==> config.mk <==
export PLATFORM = sky130hd
export DESIGN_NAME = hw_watchdog
export DESIGN_NICKNAME = d
export VERILOG_FILES = /design/src/rtl/wdt_pkg.sv /design/src/rtl/wdt_bitrev.sv /design/src/rtl/wdt_down_counter.sv /design/src/rtl/wdt_req_gen.sv /design/src/rtl/hw_watchdog.sv
export SDC_FILE = /design/constraint.sdc
export NUM_CORES = 1
export LEC_CHECK = 0
export BUFFER_PORTS_ARGS = -buffer_cell sky130_fd_sc_hd__buf_2
export CAP_MARGIN = 30
export CELL_PAD_IN_SITES_DETAIL_PLACEMENT = 2
export CELL_PAD_IN_SITES_GLOBAL_PLACEMENT = 2
export CORE_MARGIN = 2
export CORE_UTILIZATION = 26
export DETAILED_ROUTE_END_ITERATION = 10
export HOLD_SLACK_MARGIN = 0.06
export PLACE_DENSITY_LB_ADDON = 0.1
export SLEW_MARGIN = 20
export SYNTH_ARGS = -nofsm -noshare
export SYNTH_HDL_FRONTEND = slang
export SYNTH_SLANG_ARGS = --single-unit
==> constraint.sdc <==
create_clock -name clk -period 2.4 [get_ports clk]
set_input_delay 0.48 -clock clk [delete_from_list [all_inputs] [get_ports clk]]
set_output_delay 0.48 -clock clk [all_outputs]
set_load 0.05 [all_outputs]
==> src/rtl/wdt_pkg.sv <==
package wdt_pkg;
  localparam int SR_BIT    = 1;
  localparam int ACT_BIT   = 0;
  localparam int FIELD_LSB = 2;
endpackage

==> src/rtl/wdt_bitrev.sv <==
module wdt_bitrev #(
  parameter int W = 6
) (
  input  logic [W-1:0] din,
  output logic [W-1:0] dout
);
  for (genvar i = 0; i < W; i++) begin : g_mirror
    assign dout[i] = din[W-1-i];
  end
endmodule

==> src/rtl/wdt_down_counter.sv <==
module wdt_down_counter #(
  parameter int W = 6
) (
  input  logic         clk,
  input  logic         rst_n,
  input  logic         restore,
  input  logic         load,
  input  logic [W-1:0] load_val,
  input  logic         dec,
  output logic [W-1:0] cnt
);
  always_ff @(posedge clk or negedge rst_n) begin
    if (!rst_n)                 cnt <= '1;
    else if (restore)           cnt <= '1;
    else if (load)              cnt <= load_val;
    else if (dec && cnt != '0)  cnt <= cnt - 1'b1;
  end

  assert_tick_decrement_R4: assert property (@(posedge clk) disable iff (!rst_n)
    (dec && !load && !restore && cnt > W'(1)) |=> (cnt == $past(cnt) - 1'b1));

  assert_restore_full_R5: assert property (@(posedge clk) disable iff (!rst_n)
    restore |=> (cnt == '1));
endmodule

==> src/rtl/wdt_req_gen.sv <==
module wdt_req_gen #(
  parameter int W = 6
) (
  input  logic         clk,
  input  logic         rst_n,
  input  logic         sw_clear,
  input  logic         tick_eff,
  input  logic [W-1:0] cnt,
  output logic         restore,
  output logic         act,
  output logic         rst_req
);
  logic expire;

  assign expire  = tick_eff && (cnt <= W'(1));
  assign restore = sw_clear || expire;

  always_ff @(posedge clk or negedge rst_n) begin
    if (!rst_n) begin
      rst_req <= 1'b0;
      act     <= 1'b0;
    end else begin
      rst_req <= restore;
      if (restore)       act <= 1'b0;
      else if (tick_eff) act <= 1'b1;
    end
  end

  assert_expire_request_R5: assert property (@(posedge clk) disable iff (!rst_n)
    (tick_eff && cnt <= W'(1)) |=> rst_req);

  assert_swclear_request_R6: assert property (@(posedge clk) disable iff (!rst_n)
    sw_clear |=> (rst_req && !act));

  assert_act_sets_R7: assert property (@(posedge clk) disable iff (!rst_n)
    (tick_eff && cnt > W'(1)) |=> act);
endmodule

==> src/rtl/hw_watchdog.sv <==
module hw_watchdog #(
  parameter  int CNT_W = 6,
  localparam int REG_W = CNT_W + 2
) (
  input  logic             clk,
  input  logic             rst_n,
  input  logic             wr_en,
  input  logic [REG_W-1:0] wr_data,
  output logic [REG_W-1:0] rd_data,
  input  logic             tick,
  output logic             rst_req
);
  import wdt_pkg::*;

  logic [CNT_W-1:0] field_in;
  logic [CNT_W-1:0] load_val;
  logic [CNT_W-1:0] cnt;
  logic [CNT_W-1:0] field_out;
  logic             wr_load;
  logic             sw_clear;
  logic             tick_eff;
  logic             restore;
  logic             act;

  assign field_in = wr_data[REG_W-1:FIELD_LSB];
  assign sw_clear = wr_en && !wr_data[SR_BIT];
  assign wr_load  = wr_en && wr_data[SR_BIT];
  assign tick_eff = tick && !wr_en;

  wdt_bitrev #(.W(CNT_W)) u_unmirror (
    .din  (field_in),
    .dout (load_val)
  );

  wdt_down_counter #(.W(CNT_W)) u_cnt (
    .clk      (clk),
    .rst_n    (rst_n),
    .restore  (restore),
    .load     (wr_load),
    .load_val (load_val),
    .dec      (tick_eff),
    .cnt      (cnt)
  );

  wdt_req_gen #(.W(CNT_W)) u_req (
    .clk      (clk),
    .rst_n    (rst_n),
    .sw_clear (sw_clear),
    .tick_eff (tick_eff),
    .cnt      (cnt),
    .restore  (restore),
    .act      (act),
    .rst_req  (rst_req)
  );

  wdt_bitrev #(.W(CNT_W)) u_mirror (
    .din  (cnt),
    .dout (field_out)
  );

  assign rd_data = {field_out, 1'b1, act};

  assert_load_readback_R3: assert property (@(posedge clk) disable iff (!rst_n)
    (wr_en && wr_data[SR_BIT]) |=> (rd_data[REG_W-1:FIELD_LSB] == $past(wr_data[REG_W-1:FIELD_LSB])));

  assert_act_ignores_write_R7: assert property (@(posedge clk) disable iff (!rst_n)
    (wr_en && wr_data[SR_BIT] && (wr_data[ACT_BIT] != rd_data[ACT_BIT]))
      |=> (rd_data[ACT_BIT] == $past(rd_data[ACT_BIT])));

  assert_req_restores_R5: assert property (@(posedge clk) disable iff (!rst_n)
    rst_req |-> (rd_data == {{CNT_W{1'b1}}, 2'b10}));

  assert_sr_reads_one_R2: assert property (@(posedge clk) disable iff (!rst_n)
    rd_data[SR_BIT]);
endmodule

==> impl_metrics.env, run 1 <==
export IMPL_syn_nets=76
export IMPL_status="completed"
export IMPL_rrSetupSlack_ps=460
export IMPL_pin_count=21
export IMPL_die_width_um=50.5
export IMPL_fin_nets=97
export IMPL_synthCells=61
export IMPL_htreeDepth=1
export IMPL_start_kind="register"
export IMPL_synth_top_family_by_area="simple AND/OR/NAND/NOR gates"
export IMPL_dp_final_hpwl_um=1240
export IMPL_yosysTopAreaCellShare_pct=28.0
export IMPL_vias=542
export IMPL_cts_buffers_inserted=3
export IMPL_clock_skew_ps=7.41
export IMPL_fmax_mhz=516
export IMPL_ir_drop_mv=0.239
export IMPL_start_util_pct=28.1
export IMPL_synth_xor_xnor_area_share_pct=0
export IMPL_drive_gt1_share_pct=42.0
export IMPL_die_h_um=50.5
export IMPL_core_um2=2000
export IMPL_dp_cells=103
export IMPL_cts_tree="yes"
export IMPL_cts_sinks=8
export IMPL_yosysTopAreaCell="dfstp_2"
export IMPL_synth_adder_area_share_pct=6.67
export IMPL_grt_max_degree=13
export IMPL_post_route_util_pct=35.2
export IMPL_path_class="register to register"
export IMPL_finalSetupViolCount=0
export IMPL_drc_errors=0
export IMPL_grt_pass1_vias=589
export IMPL_root_buffer="clkbuf_4"
export IMPL_first_iter_violations=6
export IMPL_synth_async_reset_ratio_pct=100
export IMPL_synth_most_common_cell="nor2_1"
export IMPL_yosys_area_share_simple_pct=27.8
export IMPL_required_ps=2590
export IMPL_ys_types=26
export IMPL_final_max_slew_viol_count=0
export IMPL_synth_edf_count=0
export IMPL_ff_latch_area_um2=208
export IMPL_synth_area_top_cells="dfstp_2 (28%), dfrtp_1 (8.9%), o21ai_0 (7.1%)"
export IMPL_grt_overflow_total=0
export IMPL_dr_pass1_iters=4
export IMPL_clock_latency_ps=260
export IMPL_avgSynthCellArea_um2=9.23
export IMPL_p_per_area_nw_per_um2=621
export IMPL_hp_class="input pin to register"
export IMPL_postCtsSetupBuffers=0
export IMPL_r2r_cells=6
export IMPL_syn_area_um2=563
export IMPL_grt_pass1_wl_um=2820
export IMPL_ys_seq_elements=8
export IMPL_worstPathMaxFanout=8
export IMPL_synth_ff_type="dfstp_2"
export IMPL_synthMuxAreaShare_pct=3.78
export IMPL_synth_compound_area_share_pct=18.2
export IMPL_min_to="u_req.rst_req$_DFF_PN0_"
export IMPL_min_period_over_period_pct=80.7
export IMPL_yosysWarnings=0
export IMPL_instances_no_fill=108
export IMPL_r2r_start="u_cnt.cnt[0]$_DFFE_PN1P_"
export IMPL_finalHoldViolCount=0
export IMPL_fill_cells=253
export IMPL_avgViaCountPerCell=5.02
export IMPL_synthToLayoutAreaGrowth_pct=25.1
export IMPL_antennaDiodeCount=0
export IMPL_totalWireLength_um=1630
export IMPL_r2r_end="u_cnt.cnt[1]$_DFFE_PN1P_"
export IMPL_clk_path_buf_depth=2
export IMPL_rsz0062_at_grt="no"
export IMPL_place_congestion=0.710
export IMPL_routedWlPerCell_um=15.1
export IMPL_grt_usage_pct=15.1
export IMPL_synthTopCellsByCount="nor2_1 (9), o21ai_0 (8), dfstp_2 (6)"
export IMPL_antenna_found_initial=0
export IMPL_die_area_um2=2550
export IMPL_hold_depth=2
export IMPL_min_from="wr_data[1]"
export IMPL_io_buffers=18
export IMPL_postRouteAntennaNets=0
export IMPL_rows=16
export IMPL_fin_crit_ps=1940
export IMPL_cap_violations=0
export IMPL_path_clk_slew_ps=60
export IMPL_critPathArrivalTime_ps=2120
export IMPL_multi_input_area_um2=322
export IMPL_synth_seq_area_share_pct=36.9
export IMPL_finalSetupTns_ps=0
export IMPL_cp_end_kind="register"
export IMPL_p_leak_nw=0.316
==> routing by layer <==
layer,vias up,wire [um],GRT usage (%)
met4,0,10,6.76
li1,258,-,-
met2,15,794,24.6
met3,2,80,2.08
met1,267,743,19.9
met5,-,0,0
==> registers in the layout (all words and copies together), names as in the netlist <==
signal and cells:
u_req.act 1, u_req.rst_req 1, u_cnt.cnt 6
==> final cells by class <==
class                      instances  area share (%)
inverter                           4            2.13
timing repair buffer              19            14.2
sequential                         8            29.5
multi-input combinational         46            45.6
clock buffer                       4            3.73
tap                               27            4.80
==> critical path, stage by stage, from the launching register on <==
cell	delay, ps
dfstp_2	580
inv_1	70
ha_1	230
nor2_1	260
a31oi_2	230
nor2_1	150
mux2_2	340
==> how the worst max path moves through the flow <==
stage	slack (ps)	from	depth (start not counted)	end
floorplan	460	u_cnt.cnt[1]$_DFFE_PN1P_	6	u_cnt.cnt[1]$_DFFE_PN1P_
detailed placement	470	u_cnt.cnt[0]$_DFFE_PN1P_	6	u_cnt.cnt[1]$_DFFE_PN1P_
finish	460	u_cnt.cnt[0]$_DFFE_PN1P_	6	u_cnt.cnt[1]$_DFFE_PN1P_
global route	330	u_cnt.cnt[0]$_DFFE_PN1P_	6	u_cnt.cnt[1]$_DFFE_PN1P_
CTS	450	u_cnt.cnt[0]$_DFFE_PN1P_	6	u_cnt.cnt[1]$_DFFE_PN1P_
global placement	500	u_cnt.cnt[0]$_DFFE_PN1P_	6	u_cnt.cnt[1]$_DFFE_PN1P_
==> cell usage in the layout, fill, tap and decap left out, drive strengths merged, types with 2 or more instances in the layout <==
cell	n
buf	18
nor2	9
o21ai	8
dfstp	6
inv	4
nor3b	4
a21oi	4
clkbuf	4
ha	3
nor3	3
nand3b	2
a41o	2
nand3	2
dfrtp	2
a31oi	2
==> stage by stage <==
stage | area, um2 | hold slack (ps) | worst slack (ps) | total power [W]
floorplan | 563 | 184 | 456 | 0.000288
global placement | 668 | 338 | 504 | 0.000325
detailed placement | 668 | 338 | 474 | 0.000328
CTS | 704 | 453 | 453 | 0.000448
global route | 704 | 466 | 330 | 0.000469
finish | 704 | 459 | 463 | 0.000437
==> report_power, final <==
group,internal (W),switching [W]
Combinational,0.0000413,0.000102
Sequential,0.000159,0.0000215
Clock,0.0000638,0.0000492
==> kinds of logic after synthesis <==
logic type	count (synthesis)
AOI/OAI and AO/OA	16
adders and majority gates	3
buffers and inverters	7
DFF	8
muxes	2
other	1
and+or+nand+nor	24
==> timing repair <==
| item | in CTS | in global routing |
|---|---|---|
| hold buffers | 1 | 0 |
| setup endpoints to repair | 0 | 0 |
| gates resized for setup | 0 | 0 |
| hold endpoints to repair | 2 | 0 |
Power figures use the tool's default switching activity.
==> run 2: changes to the inputs <==
clock period = 1.9 ns   (was 2.4 ns; I/O delays follow)
==> run 2 against run 1 <==
Count of clock-buffer cells in the layout unchanged. Worst hold slack lost 100 ps. Global-route usage is 0.23 points higher. Non-clock buffer count rose by 1. Via count decreased by 0.55%. Core utilization grew 1.3 points. Highest routed layer unchanged.
==> impl_metrics.env, run 2 (synthesized netlist as in run 1, its figures left out) <==
export IMPL_power_internal_w=0.000342
export IMPL_clkPwrFrac_pct=25.7
export IMPL_place_congestion=0.724
export IMPL_finalSetupViolCount=0
export IMPL_dp_cells=104
export IMPL_ff_latch_area_um2=208
export IMPL_top_register="u_cnt.cnt"
export IMPL_die_area_um2=2550
export IMPL_first_iter_violations=0
export IMPL_fin_crit_ps=1730
export IMPL_root_buffer="clkbuf_4"
export IMPL_crit_family="flip-flops"
export IMPL_top_regs="u_cnt.cnt (6), u_req.act (1), u_req.rst_req (1)"
export IMPL_finalSetupTns_ps=0
export IMPL_rows=16
export IMPL_fmax_mhz=578
export IMPL_start_kind="register"
export IMPL_totalWireLength_um=1670
export IMPL_antennaDiodeCount=0
export IMPL_postRouteAntennaNets=0
export IMPL_grt_usage_pct=15.3
export IMPL_status="completed"
export IMPL_p_per_area_nw_per_um2=786
export IMPL_grt_pass1_wl_um=2880
export IMPL_drive_gt1_share_pct=45.1
export IMPL_dp_final_hpwl_um=1260
export IMPL_cp_num_buf_inv=1
export IMPL_cp_end_kind="register"
export IMPL_rsz0062_at_grt="no"
export IMPL_clock_latency_ps=270
export IMPL_path_clk_slew_ps=70
export IMPL_worstPathMaxFanout=6
export IMPL_ir_drop_mv=0.306
export IMPL_cts_sinks=8
export IMPL_min_period_over_period_pct=91.1
export IMPL_die_h_um=50.5
export IMPL_dr_pass1_iters=1
export IMPL_switching_share_pct=40.5
export IMPL_final_cell_mix="buf_2 (18), o21ai_0 (8), nor2_1 (8)"
export IMPL_crit_path_cell_trace="inv_1 -> ha_2 -> nor2_4 -> a31oi_4 -> nor2_1 -> mux2_2"
export IMPL_antenna_found_initial=0
export IMPL_routedWlPerCell_um=15.3
export IMPL_pwr_share_comb_pct=34.4
export IMPL_seqPwrFrac_pct=39.9
export IMPL_grt_pass1_vias=606
export IMPL_fill_cells=244
export IMPL_pin_count=21
export IMPL_clock_skew_ps=14.4
export IMPL_p_leak_nw=0.322
export IMPL_clk_path_buf_depth=2
export IMPL_p_switching_w=0.000233
export IMPL_hp_class="input pin to register"
export IMPL_path_class="register to register"
export IMPL_instances_no_fill=109
export IMPL_htreeDepth=1
export IMPL_grt_max_degree=13
export IMPL_multi_input_area_um2=340
export IMPL_slowest_stage="dfstp_2"
export IMPL_cts_buffers_inserted=3
export IMPL_vias=539
export IMPL_avgViaCountPerCell=4.94
export IMPL_synthToLayoutAreaGrowth_pct=29.8
export IMPL_largest_reg_flops=6
export IMPL_core_um2=2000
export IMPL_final_max_slew_viol_count=0
export IMPL_fin_nets=98
export IMPL_cts_tree="yes"
export IMPL_required_ps=2100
export IMPL_start_util_pct=28.1
export IMPL_final_common_cell="buf_2"
export IMPL_io_buffers=18
export IMPL_finalHoldViolCount=0
export IMPL_grt_overflow_total=0
export IMPL_critPathArrivalTime_ps=1930
export IMPL_cap_violations=0
export IMPL_drc_errors=0
export IMPL_max_stage_delay_ps=590
export IMPL_die_width_um=50.5
export IMPL_postCtsSetupBuffers=0
[run 2: timing repair]
item / in CTS / in global routing
hold buffers: 1 / 0
endpoints found under the hold margin: 2 / 0
gates resized for setup: 0 / 3
endpoints found under the setup margin: 0 / 1
[run 2: power groups by stage]
stage	Clock [W]	Combinational [W]	Sequential [W]
3_5_place_dp	0	0.000190	0.000232
2_1_floorplan	0	0.0000805	0.000286
3_3_place_gp	0	0.000185	0.000231
6_report	0.000148	0.000198	0.000229
5_1_grt	0.000163	0.000215	0.000233
4_1_cts	0.000156	0.000192	0.000229
[run 2: per-stage QoR]
| stage | hold WS, ps | power [W] | setup slack (ps) | area (um2) | utilization (%) |
|---|---|---|---|---|---|
| global route | 373 | 0.000611 | 59.5 | 731 | 36.5 |
| floorplan | 84.4 | 0.000366 | 22.7 | 566 | - |
| CTS | 350 | 0.000577 | 106 | 714 | 35.7 |
| detailed placement | 238 | 0.000421 | 120 | 678 | 33.9 |
| finish | 355 | 0.000575 | 168 | 731 | 36.5 |
| global placement | 235 | 0.000416 | 133 | 678 | 33.9 |
[run 2: path summary, 6_finish.rpt]
kind / from / endpoint / slack, ps / cells after the start
min reg2reg: u_cnt.cnt[4]$_DFFE_PN1P_ / u_cnt.cnt[4]$_DFFE_PN1P_ / 550 / 2
min: wr_data[1] / u_req.rst_req$_DFF_PN0_ / 350 / 2
max in group asynchronous: rst_n / u_cnt.cnt[5]$_DFFE_PN1P_ / 1160 / 2
max reg2reg: u_cnt.cnt[0]$_DFFE_PN1P_ / u_cnt.cnt[1]$_DFFE_PN1P_ / 170 / 6
min in group asynchronous: rst_n / u_req.rst_req$_DFF_PN0_ / 480 / 2
max: u_cnt.cnt[0]$_DFFE_PN1P_ / u_cnt.cnt[1]$_DFFE_PN1P_ / 170 / 6
[run 2: final cells by class]
type | count | area share, %
multi-input combinational | 46 | 46.6
tap | 27 | 4.62
clock buffer | 4 | 3.60
timing repair buffer | 20 | 14.7
inverter | 4 | 2.05
sequential | 8 | 28.4
[run 2: metal layers]
metal  global-route usage, %  part of all wire [%]  up-vias
met5                       0                     0        -
met4                    6.76                   1.6        0
met3                    2.08                   2.9        4
met2                    25.2                    51       13
met1                    20.0                    45      263
li1                        -                     -      259
==> run 3: changes to the inputs <==
RECOVER_POWER = 50   (was unset)
==> run 3 against run 2 <==
Cell area fell by 0.86%. Largest power group unchanged. Combinational power fell by 2%. Global-route usage did not move. Setup slack got worse by 0.64 ps. Largest cell class unchanged. Register-to-register slack barely moved.
==> impl_metrics.env, run 3 (synthesized netlist as in run 1, its figures left out) <==
export IMPL_clock_skew_ps=14.6
export IMPL_tightest_slew_ps=604
export IMPL_dp_cells=104
export IMPL_p_per_area_nw_per_um2=789
export IMPL_cp_end_kind="register"
export IMPL_fill_cells=243
export IMPL_grt_usage_pct=15.3
export IMPL_clock_latency_ps=270
export IMPL_routed_top_layer="met4"
export IMPL_cap_violations=0
export IMPL_finalSetupTns_ps=0
export IMPL_fin_crit_ps=1730
export IMPL_die_area_um2=2550
export IMPL_first_iter_violations=0
export IMPL_rrSetupSlack_ps=170
export IMPL_die_h_um=50.5
export IMPL_max_stage_delay_ps=590
export IMPL_wl_met3_um=54
export IMPL_top_regs="u_cnt.cnt (6), u_req.act (1), u_req.rst_req (1)"
export IMPL_cts_buffers_inserted=3
export IMPL_postRouteAntennaNets=0
export IMPL_htreeDepth=1
export IMPL_cp_num_buf_inv=1
export IMPL_antenna_found_initial=0
export IMPL_dr_pass1_iters=1
export IMPL_clk_path_buf_depth=2
export IMPL_largest_reg_flops=6
export IMPL_postLayoutCellArea_um2=724
export IMPL_fin_nets=98
export IMPL_place_congestion=0.724
export IMPL_max_slew_margin_rel_pct=59.9
export IMPL_status="completed"
export IMPL_io_buffers=18
export IMPL_critPathArrivalTime_ps=1930
export IMPL_antennaDiodeCount=0
export IMPL_top_register="u_cnt.cnt"
export IMPL_rows=16
export IMPL_synthToLayoutAreaGrowth_pct=28.7
export IMPL_fmax_mhz=577
export IMPL_finalSetupViolCount=0
export IMPL_cts_sinks=8
export IMPL_routedWlPerCell_um=15.3
export IMPL_avgViaCountPerCell=4.94
export IMPL_grt_overflow_total=0
export IMPL_post_dp_cell_area_um2=678
export IMPL_path_clk_slew_ps=70
export IMPL_met1_length_um=745
export IMPL_grt_pass1_wl_um=2880
export IMPL_pin_count=21
export IMPL_grt_max_degree=13
export IMPL_totalWireLength_um=1670
export IMPL_root_buffer="clkbuf_4"
export IMPL_route_met2_wl_um=847
export IMPL_vias=538
export IMPL_cts_tree="yes"
export IMPL_final_common_cell="buf_2"
export IMPL_instances_no_fill=109
export IMPL_die_width_um=50.5
export IMPL_crit_path_cell_trace="inv_1 -> ha_2 -> nor2_4 -> a31oi_4 -> nor2_1 -> mux2_2"
export IMPL_final_cell_mix="buf_2 (13), o21ai_0 (8), nor2_1 (8)"
export IMPL_start_kind="register"
export IMPL_path_class="register to register"
export IMPL_grt_pass1_vias=606
export IMPL_dp_final_hpwl_um=1260
export IMPL_required_ps=2100
export IMPL_slowest_stage="dfstp_2"
export IMPL_finalHoldViolCount=0
export IMPL_multi_input_area_um2=340
export IMPL_ff_latch_area_um2=208
export IMPL_worstPathMaxFanout=6
export IMPL_final_max_slew_viol_count=0
export IMPL_core_um2=2000
export IMPL_p_leak_nw=0.309
export IMPL_drive_gt1_share_pct=39.0
export IMPL_crit_family="flip-flops"
export IMPL_min_period_over_period_pct=91.2
export IMPL_drc_errors=0
export IMPL_ir_drop_mv=0.291
export IMPL_start_util_pct=28.1
export IMPL_hp_class="input pin to register"
export IMPL_rsz0062_at_grt="no"
run 3: cell types whose count changed in the layout (fill, tap and decap cells not counted), sizes merged:
cell | previous run | this run
clkbuf | 4 | 9
buf | 19 | 14
run 3: report_power, final:
| part | leakage [nW] | switching, W | internal, W |
|---|---|---|---|
| Clock | 0.0150 | 0.0000670 | 0.0000808 |
| Combinational | 0.205 | 0.000138 | 0.0000564 |
| Sequential | 0.0882 | 0.0000283 | 0.000201 |
| Total | 0.309 | 0.000233 | 0.000339 |
run 3: final timing paths:
check	startpoint	cells after the start	endpoint
worst max-delay path	u_cnt.cnt[0]$_DFFE_PN1P_	6	u_cnt.cnt[1]$_DFFE_PN1P_
worst min-delay path	wr_data[1]	2	u_req.rst_req$_DFF_PN0_
worst max register to register	u_cnt.cnt[0]$_DFFE_PN1P_	6	u_cnt.cnt[1]$_DFFE_PN1P_
worst min register to register	u_cnt.cnt[4]$_DFFE_PN1P_	2	u_cnt.cnt[4]$_DFFE_PN1P_
max in group asynchronous	rst_n	2	u_cnt.cnt[5]$_DFFE_PN1P_
min in group asynchronous	rst_n	2	u_req.rst_req$_DFF_PN0_
run 3: final cells by class:
type | count | share of cell area, %
clock buffer | 4 | 3.63
inverter | 4 | 2.07
multi-input combinational | 46 | 47.0
sequential | 8 | 28.7
tap | 27 | 4.66
timing repair buffer | 20 | 14.0
run 3: through the flow:
| step | total power [W] | setup WS, ps | hold WS (ps) | utilization (%) |
|---|---|---|---|---|
| floorplan | 0.000366 | 22.7 | 84.4 | - |
| global placement | 0.000416 | 133 | 235 | 33.9 |
| detailed placement | 0.000421 | 120 | 238 | 33.9 |
| CTS | 0.000577 | 106 | 350 | 35.7 |
| global route | 0.000608 | 59.5 | 373 | 36.2 |
| finish | 0.000572 | 168 | 355 | 36.2 |
run 3: what timing repair did:
item                       4_1_cts  5_1_grt
resized for setup                0        3
hold endpoints to repair         2        0
setup endpoints to repair        0        1
hold buffers                     1        0
buffers inserted                 0        0
run 3: layer usage:
metal	vias to the layer above	GRT usage, %
li1	259	-
met1	262	20.0
met2	13	25.2
met3	4	2.08
met4	0	6.76
met5	-	0
